==> config.mk <==
export PLATFORM = sky130hd
export DESIGN_NAME = nbx_host
export DESIGN_NICKNAME = d
export VERILOG_FILES = /design/src/rtl/nbx_pkg.sv /design/src/rtl/nbx_step_timer.sv /design/src/rtl/nbx_script_fsm.sv /design/src/rtl/nbx_word_gen.sv /design/src/rtl/nbx_host.sv
export SDC_FILE = /design/constraint.sdc
export NUM_CORES = 1
export LEC_CHECK = 0
export BUFFER_PORTS_ARGS = -buffer_cell sky130_fd_sc_hd__buf_4
export CORE_ASPECT_RATIO = 0.75
export CORE_MARGIN = 2
export CORE_UTILIZATION = 41
export DETAILED_ROUTE_END_ITERATION = 16
export PLACE_DENSITY = 0.74
export SYNTH_ARGS = -nofsm -noshare
export SYNTH_HDL_FRONTEND = slang
export SYNTH_SLANG_ARGS = --single-unit
==> constraint.sdc <==
create_clock -name clk -period 2.07 [get_ports clk]
set_clock_uncertainty 0.1 [all_clocks]
set_input_delay 0.207 -clock clk [delete_from_list [all_inputs] [get_ports clk]]
set_output_delay 0.207 -clock clk [all_outputs]
set_load 0.02 [all_outputs]
==> src/rtl/nbx_pkg.sv <==
package nbx_pkg;
  localparam int CW_W   = 8;
  localparam int NIB_W  = 4;
  localparam int PORT_W = 2;

  localparam int B_OE   = 4;
  localparam int B_PROG = 5;
  localparam int B_CSN  = 6;

  localparam int STEP_W = 3;
  typedef logic [STEP_W-1:0] step_t;

  localparam step_t WR_LAST   = 3'd4;
  localparam step_t RD_LAST   = 3'd3;
  localparam step_t RD_SAMPLE = 3'd2;

  // Command nibble: a write sets bit 2 (port + 4), a read sends the port alone.
  function automatic logic [NIB_W-1:0] instr_code(input logic wr, input logic [PORT_W-1:0] port);
    return {1'b0, wr, port};
  endfunction

  function automatic logic [CW_W-1:0] ctrl_pack(input logic [NIB_W-1:0] nib, input logic oe,
                                                input logic prog, input logic csn);
    logic [CW_W-1:0] w;
    w          = '0;
    w[NIB_W-1:0] = nib;
    w[B_OE]    = oe;
    w[B_PROG]  = prog;
    w[B_CSN]   = csn;
    return w;
  endfunction

  function automatic logic [NIB_W-1:0] readback(input logic [NIB_W-1:0] s);
    return s ^ {1'b1, {(NIB_W-1){1'b0}}};
  endfunction
endpackage

==> src/rtl/nbx_step_timer.sv <==
module nbx_step_timer #(
  parameter int STEP_TICKS = 4
) (
  input  logic clk,
  input  logic rst_n,
  input  logic busy,
  output logic step_end
);
  localparam int TICK_W = (STEP_TICKS > 1) ? $clog2(STEP_TICKS) : 1;
  localparam logic [TICK_W-1:0] TICK_MAX = TICK_W'(STEP_TICKS - 1);

  logic [TICK_W-1:0] cnt;

  assign step_end = busy && (cnt == TICK_MAX);

  always_ff @(posedge clk or negedge rst_n) begin
    if (!rst_n)                 cnt <= '0;
    else if (!busy || step_end) cnt <= '0;
    else                        cnt <= cnt + 1'b1;
  end
endmodule

==> src/rtl/nbx_script_fsm.sv <==
module nbx_script_fsm
  import nbx_pkg::*;
(
  input  logic  clk,
  input  logic  rst_n,
  input  logic  accept,
  input  logic  is_write,
  input  logic  step_end,
  output logic  busy,
  output step_t step,
  output logic  last_end,
  output logic  done
);
  step_t last_idx;

  assign last_idx = is_write ? WR_LAST : RD_LAST;
  assign last_end = busy && step_end && (step == last_idx);

  always_ff @(posedge clk or negedge rst_n) begin
    if (!rst_n) begin
      busy <= 1'b0;
      step <= '0;
      done <= 1'b0;
    end else begin
      done <= 1'b0;
      if (accept) begin
        busy <= 1'b1;
        step <= '0;
      end else if (last_end) begin
        busy <= 1'b0;
        step <= '0;
        done <= 1'b1;
      end else if (busy && step_end) begin
        step <= step + 1'b1;
      end
    end
  end
endmodule

==> src/rtl/nbx_word_gen.sv <==
module nbx_word_gen
  import nbx_pkg::*;
(
  input  logic              busy,
  input  logic              is_write,
  input  step_t             step,
  input  logic [NIB_W-1:0]  instr,
  input  logic [NIB_W-1:0]  wdata,
  output logic [CW_W-1:0]   ctrl_word
);
  always_comb begin
    ctrl_word = ctrl_pack('0, 1'b0, 1'b1, 1'b1);
    if (busy) begin
      if (is_write) begin
        case (step)
          3'd0:    ctrl_word = ctrl_pack(instr, 1'b1, 1'b1, 1'b0);
          3'd1:    ctrl_word = ctrl_pack(instr, 1'b1, 1'b0, 1'b0);
          3'd2:    ctrl_word = ctrl_pack(wdata, 1'b1, 1'b0, 1'b0);
          3'd3:    ctrl_word = ctrl_pack(wdata, 1'b1, 1'b1, 1'b0);
          default: ctrl_word = ctrl_pack('0,    1'b1, 1'b1, 1'b1);
        endcase
      end else begin
        case (step)
          3'd0:    ctrl_word = ctrl_pack(instr, 1'b1, 1'b1, 1'b0);
          3'd1:    ctrl_word = ctrl_pack(instr, 1'b1, 1'b0, 1'b0);
          3'd2:    ctrl_word = ctrl_pack('0,    1'b0, 1'b0, 1'b0);
          default: ctrl_word = ctrl_pack('0,    1'b0, 1'b1, 1'b1);
        endcase
      end
    end
  end
endmodule

==> src/rtl/nbx_host.sv <==
module nbx_host
  import nbx_pkg::*;
#(
  parameter int STEP_TICKS = 4
) (
  input  logic              clk,
  input  logic              rst_n,
  input  logic              cmd_valid,
  input  logic              cmd_write,
  input  logic [PORT_W-1:0] cmd_port,
  input  logic [NIB_W-1:0]  cmd_data,
  output logic              ready,
  output logic [CW_W-1:0]   ctrl_word,
  input  logic [NIB_W-1:0]  status_in,
  output logic [NIB_W-1:0]  rd_data,
  output logic              done
);
  logic              busy;
  logic              accept;
  logic              step_end;
  logic              last_end;
  logic              rd_capture;
  logic              busy_write;
  step_t             step;
  logic              lat_write;
  logic [NIB_W-1:0]  lat_instr;
  logic [NIB_W-1:0]  lat_data;

  assign ready      = !busy;
  assign accept     = cmd_valid && ready;
  assign busy_write = busy && lat_write;
  assign rd_capture = busy && !lat_write && (step == RD_SAMPLE) && step_end;

  always_ff @(posedge clk or negedge rst_n) begin
    if (!rst_n) begin
      lat_write <= 1'b0;
      lat_instr <= '0;
      lat_data  <= '0;
    end else if (accept) begin
      lat_write <= cmd_write;
      lat_instr <= instr_code(cmd_write, cmd_port);
      lat_data  <= cmd_data;
    end
  end

  always_ff @(posedge clk or negedge rst_n) begin
    if (!rst_n)          rd_data <= '0;
    else if (rd_capture) rd_data <= readback(status_in);
  end

  nbx_step_timer #(.STEP_TICKS(STEP_TICKS)) u_timer (
    .clk      (clk),
    .rst_n    (rst_n),
    .busy     (busy),
    .step_end (step_end)
  );

  nbx_script_fsm u_fsm (
    .clk      (clk),
    .rst_n    (rst_n),
    .accept   (accept),
    .is_write (lat_write),
    .step_end (step_end),
    .busy     (busy),
    .step     (step),
    .last_end (last_end),
    .done     (done)
  );

  nbx_word_gen u_words (
    .busy      (busy),
    .is_write  (lat_write),
    .step      (step),
    .instr     (lat_instr),
    .wdata     (lat_data),
    .ctrl_word (ctrl_word)
  );
endmodule

---- Word level (Yosys, flattened, before mapping) ----
Cells that the tools add are included.
W data, S select, Z words.
storage, ports and cells
  memory bits (writable) .................. 0
  memories ................................ 0
  input bits .............................. 14
  memory bits (read-only) ................. 0
  register bits ........................... 19
  bits in latches ......................... 0
  output and inout port bits .............. 14
operators by class
  $mul .................................... 0
  divide/modulo/power cells ............... 0
  bitwise gates (word level) .............. 1
  $add $sub $neg .......................... 2
  reductions and logical operators ........ 13
  $lt $le $gt $ge ......................... 0
  equal/unequal tests ..................... 5
  multiplexer cells ....................... 13
  shift-type cells ........................ 0
operator list
  cell                   count
  $pmux W7 S4            1
  $pmux W7 S3            1
  $mux W8                2
  $mux W3                4
  $logic_and A1 B1 Y1    7
  $eq A3 B2 Y1 const B   2
  $mux W1                4
  $add A3 B1 Y3 const B  1
  $eq A3 B1 Y1 const B   1
  $eq A3 B3 Y1           1
  $logic_not A3 Y1       1
  $reduce_bool A3 Y1     1
  $add A2 B1 Y2 const B  1
  $eq A2 B2 Y1 const B   1
  $logic_not A1 Y1       2
  $mux W2                1
  $reduce_bool A2 Y1     1
  $logic_or A1 B1 Y1     1
  $not A1 Y1             1

---- Logic depth before layout (Yosys ltp) ----
Gate-level depths: netlist of the first run.
  depth after elaboration ................. 6
  depth in mapped cells ................... 5
  depth with buffers taken out ............ 5

---- Cells and area by module ----
Synthesis of the first run repeated with hierarchy kept, for this count alone.
unflattened totals
  cells, all modules ...................... 80
  area, all modules ....................... 920.9 um^2
modules (own cells, without submodules)
  module          sequential area each (um^2)  times used  cells an instance  area each (um^2)
  nbx_host        275.3                        1           30                 460.4
  nbx_script_fsm  125.1                        1           21                 236.5
  nbx_word_gen    0.0                          1           23                 132.6
  nbx_step_timer  50.0                         1           6                  91.3

---- Worst setup path before layout of the first run ----
No wires, ideal clock.
  path type ............................... reg-to-output
  start point ............................. register u_fsm.step[0]
  end point ............................... output ctrl_word[0]
  setup slack ............................. 0.340 ns
  data arrival time ....................... 1.423 ns
  stages on the path, launching flop included .. 6
  path buffers ............................ 0
  cell sequence ........................... dfrtp_1 > inv_1 > ha_1 > nor2b_1 > o211ai_1 > a21oi_1
on the way
  word-level cells in the longest chain between the ends .. 4
RTL lines
  element                                     line                                    source
  from (decl)                                 nbx_script_fsm.sv:10                    output step_t step,
  from (signal assigned)                      nbx_script_fsm.sv:34                    step <= step + 1'b1;
  $eq A3 B2 Y1, or another cell as far along  nbx_word_gen.sv:15                      case (step)
  $pmux W7 S4 or $pmux W7 S3 (tied branches)  nbx_word_gen.sv:15, nbx_word_gen.sv:23
  $mux W8 (*)                                 nbx_word_gen.sv:14                      if (is_write) begin
  $mux W8 (*)                                 nbx_word_gen.sv:13                      if (busy) begin
  to (decl)                                   nbx_host.sv:13                          output logic [CW_W-1:0] ctrl_word,
Mark *: on every way between the ends. The rest lies on a longest branch, timed or not.

---- Worst setup path after layout of the first run ----
  start point ............................. register u_fsm.step[0]
  end point ............................... output ctrl_word[6]
Same word-level chain as after synthesis.

==> impl_results.md, run 1 <==
* Outcome: finished clean
* FMAX at 0.5011 GHz
* Setup Viol. Count Final at 0
* WP data arrival at 1690 ps
* VDD IR max at about 0.85 mV
* Pleak at 0.6100 nW
* Vias in the first global route at between 600 and 700
* Final period util at 0.9641
* Ys Warns at 0
* Mapped Nets at 101
* Share of layout cells above drive strength 1 at 0.4867
* # rows at 14
* Synthesized flop and latch total at 18
* Syn-to-layout area delta at 35.12%
* RSZ-0062 raised after global routing: true
* Detailed placement HPWL at 1389 um
* Diode count at 0
* Setup TNS at 0 ps
* CTS Buf Count at 3
* Min-Delay Path Class: in2reg
* Initial core utilization at 0.4478
* Global routing usage on met3 at 0.04585
* Worst path required time at 1760 ps
* Final #Nets at 134
* CTS tree: done
* CTS root buffer: clkbuf_4
* Top post-synthesis cells by area: dfrtp_1 48%, ha_1 8.0%, mux2_2 7.2%, mux2_1 4.8%, nand2_1 2.8%
* Cell Area, Placed at approximately 1100 sq um
* CP endpoint kind: primary output
* Syn_area_per_cell at 11.52 sq um
* Port bufs at 26
* Crit path max fanout at 6
* Final non-filler cell total at 137
* Most common cell after layout, fill and taps aside: buf_4
* DR vias at 720
* Final instance area at 1261 sq um
* Final worst setup slack at 74.38 ps
* First-pass GRT wire length at 3180 um
* Drt total wl at 1920 um
* Register area share after synthesis at 0.4826
* H-tree depth at 1
* Synth cell types at 30
* Max cap viols at 0
* Commonest non-fill, non-tap cells in the layout: 30 x buf_4, 15 x dfrtp_1, 7 x nand2_1
* Worst Setup Path Type: reg2out
* I/O pin count at 28
* Drt pass-1 iters at 4
* Final min period at 1996 ps
* Synth Cell Area at 933.4 sq um
* Pins Over Slew Limit at 0
* End-of-flow core utilization at 0.6050
* Placed Cells at between 100 and 150
* Pwr dens at approximately 1600 nW/um^2
* CTS Buffer Depth at 2
* Yosys top cell by area: dfrtp_1
* Clock-pin slew of the registers on the worst-case setup and hold paths at around 110 ps
* Synth Instances at 81
* WHS at 11.84 ps
* Sink Count at 18
* Area share of the largest cell type after synthesis at 0.4826
* GR peak layer: met2
* Die area at 2678 sq um
* Clk Latency, worst-skew pair at 290 ps
* Gr usage total at 0.1645
* Gpl congestion at around 0.84
* CORE AREA at 2085 sq um
* Largest net degree at the start of global routing at 19
* Met2 Use GR at 0.2578
* Height of the die at approximately 45 um
* Initial antenna violation count at 0
* Hold Violations, Final at 0
* GR Layer Usage met1 at 0.2270
* Total gr overflow at 0
* Antenna-violating nets left at 0
* DR DRC count at 0
* Die X-Extent at 59.10 um
* Critical Path Start Type: flip-flop
* Vias per cell at around 5.3
* Pwr Total at 1.982 mW
* WL/cell at 14.01 um
* 1st-iter DRT viols at 13
* Dpl ws at 266.4 ps
[critical path: stages, from the launching register on]
cell and delay (ps):
dfrtp_2 420, inv_1 80, ha_2 200, o21ba_4 240, a211o_1 260, nand2_1 60
buf_4 140
[where the power goes]
group / total (mW) / internal [mW] / switching [mW]
combinational: 1.09 / 0.547 / 0.547
sequential: 0.671 / 0.518 / 0.153
clock: 0.217 / 0.107 / 0.109
[path summary, 6_finish.rpt]
path                             endpoint  depth (start not counted)  slack (ps)           start
max                          ctrl_word[6]                          6          70   u_fsm.step[0]
min                            rd_data[1]                          2          10    status_in[1]
max reg2reg                    rd_data[2]                          5         480   u_fsm.step[0]
min reg2reg                u_timer.cnt[0]                          1         360  u_timer.cnt[0]
max in group asynchronous   u_fsm.step[0]                          2        1440           rst_n
min in group asynchronous      u_fsm.busy                          2         210           rst_n
[final cells by class]
| cell class | instances | area [sq um] |
|---|---|---|
| fillers | 170 | 823.3 |
| multi-input cells | 53 | 473.0 |
| flip-flops and latches | 18 | 454.2 |
| repair buffers | 32 | 245.2 |
| clock buffers | 4 | 36.28 |
| well taps | 24 | 30.03 |
| inverters | 6 | 22.52 |
[state kept, by name, summed over array words and instances, names as in the netlist]
register     count
lat_data         4
lat_instr        2
lat_write        1
rd_data          4
u_fsm.busy       1
u_fsm.done       1
u_fsm.step       3
u_timer.cnt      2
[cells by family (layout without fill, tap and decap cells)]
logic type / after synthesis / after routing / synth area share
compound gates: 16 / 16 / 0.1287
fa+ha+maj: 6 / 6 / 0.08043
buf+inv: 10 / 42 / 0.05496
flops: 18 / 18 / 0.4826
mux: 12 / 12 / 0.1421
other cells: 1 / 1 / 0.004018
simple gates: 18 / 18 / 0.1072
[layer usage]
layer	up-vias	share of wire
li1	350	-
met1	360	0.47
met4	0	0.0099
met2	8	0.49
met5	-	0
met3	2	0.028
[what timing repair did]
| item | CTS | global route |
|---|---|---|
| pin swaps | 0 | 2 |
| endpoints found under the setup margin | 5 | 6 |
| endpoints found under the hold margin | 19 | 0 |
| gates resized for setup | 5 | 9 |
| hold buffers | 2 | 0 |
| setup buffers | 1 | 2 |
[synth_stat cells (all sizes together)]
master,n
o21ai,1
conb,1
nand4,1
o211ai,3
and4bb,1
a32o,1
a31oi,1
a211o,1
ha,6
nor2,4
o31ai,2
dfrtp,18
o2111a,1
nor3,1
nor3b,1
mux2i,2
nand2,7
a21oi,3
inv,6
o21ba,1
mux2,10
buf,4
a31o,1
nor2b,3
a211oi,1
Note: power is estimated with default switching activity, not from simulation.
==> run 2: changes to the inputs <==
CORE_MARGIN = 1.5   (was 2)
==> run 2 against run 1 <==
Cell area shrank 0.50%. Critical path depth shrank 1. Hold slack gained 3.8 ps. Sequential power is essentially flat. Combinational power grew 4%. Die area shrank 3.9%. Routed wire length grew 9.6%. Flip-flop and latch count is the same. Critical path type unchanged.
==> impl_results.md, run 2 (same netlist as run 1, synthesis figures left out) <==
* WL/cell at between 15 and 20 um
* Worst Setup Path Type: reg2out
* CP max-delay cell: dfrtp_2
* Largest net degree at the start of global routing at 19
* CTS tree: done
* Port bufs at 26
* Vias per cell at 5.225
* Worst path required time at 1760 ps
* Largest regs: lat_data x4, rd_data x4, u_fsm.step x3
* Pleak at 0.6199 nW
* FMAX at 0.4971 GHz
* # rows at 14
* Die area at 2575 sq um
* Multi-input gate area at 457.9 sq um
* CTS Buf Count at 3
* Antenna-violating nets left at 0
* Diode count at 0
* Vias in the first global route at 689
* I/O pin count at 28
* Commonest non-fill, non-tap cells in the layout: 30 x buf_4, 17 x dfrtp_1, 7 x nand2_1
* Most common cell after layout, fill and taps aside: buf_4
* WP data arrival at about 1700 ps
* Pint at ~1.2 mW
* 1st-iter DRT viols at 13
* Critical Path Start Type: flip-flop
* Final non-filler cell total at ~140
* Comb pwr share at 0.559
* Initial core utilization at 0.4478
* Drt pass-1 iters at 6
* Sw power at roughly 0.84 mW
* DR vias at 721
* Detailed placement HPWL at approximately 1400 um
* Crit-path cells: ha_1, ha_2, a211oi_2, o211ai_1, buf_4
* Fillers at 170
* CP endpoint kind: primary output
* Syn-to-layout area delta at 34.45%
* Initial antenna violation count at 0
* CORE AREA at about 2100 sq um
* Pins Over Slew Limit at 0
* Final min period at 2012 ps
* VDD IR max at 0.6433 mV
* Buf/Inv on CP at 1
* Sequential Power Share at 0.333
* Flop2flop setup slack at between 500 and 600 ps
* Clk Latency, worst-skew pair at ~290 ps
* Pwr dens at 1608 nW/um^2
* H-tree depth at 1
* Outcome: finished clean
* Min-Delay Path Class: in2reg
* CTS root buffer: clkbuf_4
* Max cap viols at 0
* Crit path max fanout at 6
* Drt total wl at 2104 um
* Total gr overflow at 0
* Switching share of power at 0.4142
* Sink Count at 18
* Clock-pin slew of the registers on the worst-case setup and hold paths at 100 ps
* Share of layout cells above drive strength 1 at 0.4649
* Hold Violations, Final at 0
* Die X-Extent at 58.10 um
* Clk pwr share at 0.108
* Slowest stage delay, CP at about 460 ps
* Gr usage total at 0.1665
* End-of-flow core utilization at 0.6020
* Setup Viol. Count Final at 0
* CTS Buffer Depth at 2
* First-pass GRT wire length at ~3200 um
* DR DRC count at 0
* Placed Cells at approximately 130
* Final period util at 0.9719
* Gpl congestion at 0.8351
* Final #Nets at roughly 140
* Height of the die at ~44 um
* Worst path top cell family by delay: flip-flops
* Storage cell area at 451.7 sq um
* Setup TNS at 0 ps
==> run 2: cell count changes in the layout (fill, tap and decap cells not counted), sizes merged <==
cell | previous run | this run
buf | 30 | 31
==> run 2: timing repair <==
item                                    CTS  global route
endpoints found under the setup margin    6             5
buffers inserted                          2             2
hold buffers                              2             0
gates resized for setup                   3             8
hold endpoints to repair                 19             0
==> run 2: area by class of cell <==
type                    instances  area share
well taps                      24     0.02393
flip-flops and latches         18      0.3599
repair buffers                 33      0.2044
clock buffers                   4     0.02891
inverters                       6     0.01795
multi-input cells              53      0.3649
==> run 2: power by group through the flow <==
stage          Combinational [mW]  Sequential, mW  Clock (mW)
5_1_grt                      1.21           0.698       0.234
3_3_place_gp                0.962           0.658           0
3_5_place_dp                0.993           0.663           0
4_1_cts                      1.05           0.658       0.224
6_report                     1.13           0.672       0.217
2_1_floorplan               0.644           0.656           0
==> run 2: path summary, 6_finish.rpt <==
path	startpoint	cells after the start	end
worst max register to register	lat_write	3	u_fsm.step[0]
worst min-delay path	status_in[0]	2	rd_data[0]
min in group asynchronous	rst_n	2	lat_data[2]
worst min register to register	u_timer.cnt[0]	1	u_timer.cnt[0]
worst max-delay path	u_fsm.step[0]	5	ctrl_word[5]
max in group asynchronous	rst_n	2	u_fsm.step[0]
==> run 2: per-layer routing <==
| metal | wire length, um | up-vias | global-route usage |
|---|---|---|---|
| li1 | - | 354 | - |
| met1 | 938 | 352 | 0.2204 |
| met2 | 1076 | 13 | 0.2682 |
| met3 | 68 | 2 | 0.05263 |
| met4 | 21 | 0 | 0.04186 |
| met5 | 0 | - | 0 |
==> run 2: worst reg2reg max path, stage by stage, from the launching register on <==
cell and delay, ps:
dfrtp_1 530, and4bb_1 270, a31o_1 240, o31ai_1 290
==> run 2: metrics by stage <==
step	worst slack [ps]	hold slack [ps]	cell area, sq um	power [mW]
floorplan	340.0	-188.6	933.4	1.300
global route	-14.32	7.377	1255	2.144
CTS	2.953	10.56	1219	1.934
global placement	325.6	-10.00	1137	1.620
finish	58.27	15.59	1255	2.018
detailed placement	247.5	-8.568	1137	1.656
==> run 3: changes to the inputs <==
ABC_AREA = 1   (was not set)
SLEW_MARGIN = 5   (was not set)
==> run 3 against run 2 <==
Critical path depth is 2 higher. Hold slack better by 7.5 ps. Combinational power is 22% lower. Clock-buffer cell count stayed put. Largest power group unchanged. Highest routed layer unchanged.
==> impl_results.md, run 3 <==
* Worst Setup Path Type: reg2out
* Gpl congestion at 0.7951
* Syn-to-layout area delta at 35.97%
* Number of flops mapped to enable cells by yosys at 0
* I/O pin count at 28
* CTS Buffer Depth at 2
* Commonest non-fill, non-tap cells in the layout: 57 x nand2_1, 26 x buf_4, 17 x dfrtp_1
* Storage cell area at 451.7 sq um
* Total gr overflow at 0
* Hold Violations, Final at 0
* Worst path required time at 1760 ps
* Port bufs at 26
* Pleak at 0.7127 nW
* Register area share after synthesis at 0.4743
* Ys Warns at 0
* Height of the die at 44.68 um
* Critical Path Start Type: flip-flop
* Largest regs: lat_data x4, rd_data x4, u_fsm.step x3
* Synth Instances at 120
* Clk Latency, worst-skew pair at 300 ps
* DR DRC count at 0
* Vias per cell at 4.923
* DR vias at 891
* Async SR Flop Fraction at 1.000
* Die X-Extent at 58.57 um
* Pwr Total at 1.696 mW
* Final period util at 0.9483
* RSZ-0062 raised after global routing: false
* Min-Delay Path Class: in2reg
* Yosys top cell by area: dfrtp_1
* Pins Over Slew Limit at 0
* Area share of the largest cell type after synthesis at 0.4743
* Final worst setup slack at about 110 ps
* Clock-pin slew of the registers on the worst-case setup and hold paths at 110 ps
* CP endpoint kind: primary output
* Synthesized flop and latch total at 18
* FMAX at 0.5095 GHz
* H-tree depth at 1
* CTS Buf Count at 3
* Share of layout cells above drive strength 1 at 0.2866
* Postcts setup bufs at 0
* Sink Count at 18
* Largest net degree at the start of global routing at 19
* Dpl ws at about 320 ps
* Reg2Reg Depth at 7
* Crit path from: u_fsm.step[0]
* Synth Cell Area at between 900 and 1000 sq um
* R2r startpoint: u_fsm.step[0]
* Antenna-violating nets left at 0
* Crit path max fanout at 6
* Mapped Nets at 140
* Most common cell after layout, fill and taps aside: nand2_1
* # rows at 14
* Final #Nets at approximately 180
* Outcome: finished clean
* Max cap viols at 0
* CTS root buffer: clkbuf_4
* Top FF cell, synth: dfrtp_1
* WL/cell at 12.59 um
* Vias in the first global route at between 800 and 900
* First-pass GRT wire length at ~3600 um
* Pwr dens at 1313 nW/um^2
* WHS at 23.12 ps
* Hold Path Origin: cmd_write
* Setup Viol. Count Final at 0
* Top post-synthesis cells by area: dfrtp_1 47%, nand2_1 23%, ha_1 7.9%, inv_1 2.4%, a21oi_1 2.1%
* Drt pass-1 iters at 4
* 1st-iter DRT viols at 39
* Detailed placement HPWL at 1571 um
* End-of-flow core utilization at 0.6143
* Final min period at 1963 ps
* Synth cell types at 22
* Die area at 2617 sq um
* Gr usage total at 0.1865
* Initial core utilization at 0.4518
* Diode count at 0
* CTS tree: done
* Most frequent cell after synthesis: nand2_1
* Setup TNS at 0 ps
* Fillers at ~190
* Syn_area_per_cell at 7.914 sq um
* Multi-input gate area at 452.9 sq um
* CORE AREA at 2102 sq um
* Drt total wl at 2278 um
* WP data arrival at between 1500 and 2000 ps
* Initial antenna violation count at 0
* Synth top cells by count: 57 x nand2_1, 18 x dfrtp_1, 6 x ha_1, 6 x inv_1
* WHS Path Cells at 3
* VDD IR max at roughly 0.63 mV
run 3: worst max-delay path: stages, from the launching register on:
cell	delay [ps]
dfrtp_2	470
ha_1	210
ha_1	180
inv_1	90
nand2_1	110
nand2_1	80
a21oi_1	70
buf_4	160
run 3: what timing repair did:
action                     CTS  global route
gates resized for setup      1             4
setup endpoints to repair    1             5
hold buffers                 6             2
pin swaps                    0             0
hold endpoints to repair    23             2
run 3: where the power goes:
group	total [mW]	internal [mW]	leakage [nW]	switching, mW
sequential	0.596	0.483	0.212	0.113
clock	0.220	0.107	0.0210	0.112
combinational	0.880	0.352	0.480	0.527
total	1.70	0.943	0.713	0.753
run 3: cells by family after synthesis:
family,synth area share
compound gates,0.05797
fa+ha+maj,0.07905
buf+inv,0.05534
flops,0.4743
other cells,0.003949
simple gates,0.3294
run 3: area by class of cell:
cell class / count / share of cell area
well taps: 24 / 0.02326
flip-flops and latches: 18 / 0.3498
repair buffers: 34 / 0.2132
clock buffers: 4 / 0.02810
multi-input cells: 90 / 0.3508
inverters: 11 / 0.03488
run 3: through the flow:
step                std cells  area, sq um
floorplan                 120        949.7
global placement          169         1167
detailed placement        169         1167
CTS                       179         1264
global route              181         1291
finish                    181         1291
run 3: routing by layer:
layer	track usage	wire [um]	up-vias
li1	-	-	445
met1	0.2491	1055	414
met2	0.3056	1081	30
met3	0.04386	118	2
met4	0.05455	22	0
met5	0	0	-
run 3: worst paths after layout:
| path | endpoint | slack (ps) |
|---|---|---|
| hold / removal | lat_write | 20 |
| max in group asynchronous | u_fsm.step[0] | 1460 |
| setup / recovery | ctrl_word[0] | 110 |
| hold reg to reg | u_timer.cnt[0] | 350 |
| min in group asynchronous | u_timer.cnt[0] | 200 |
| setup reg to reg | rd_data[0] | 600 |
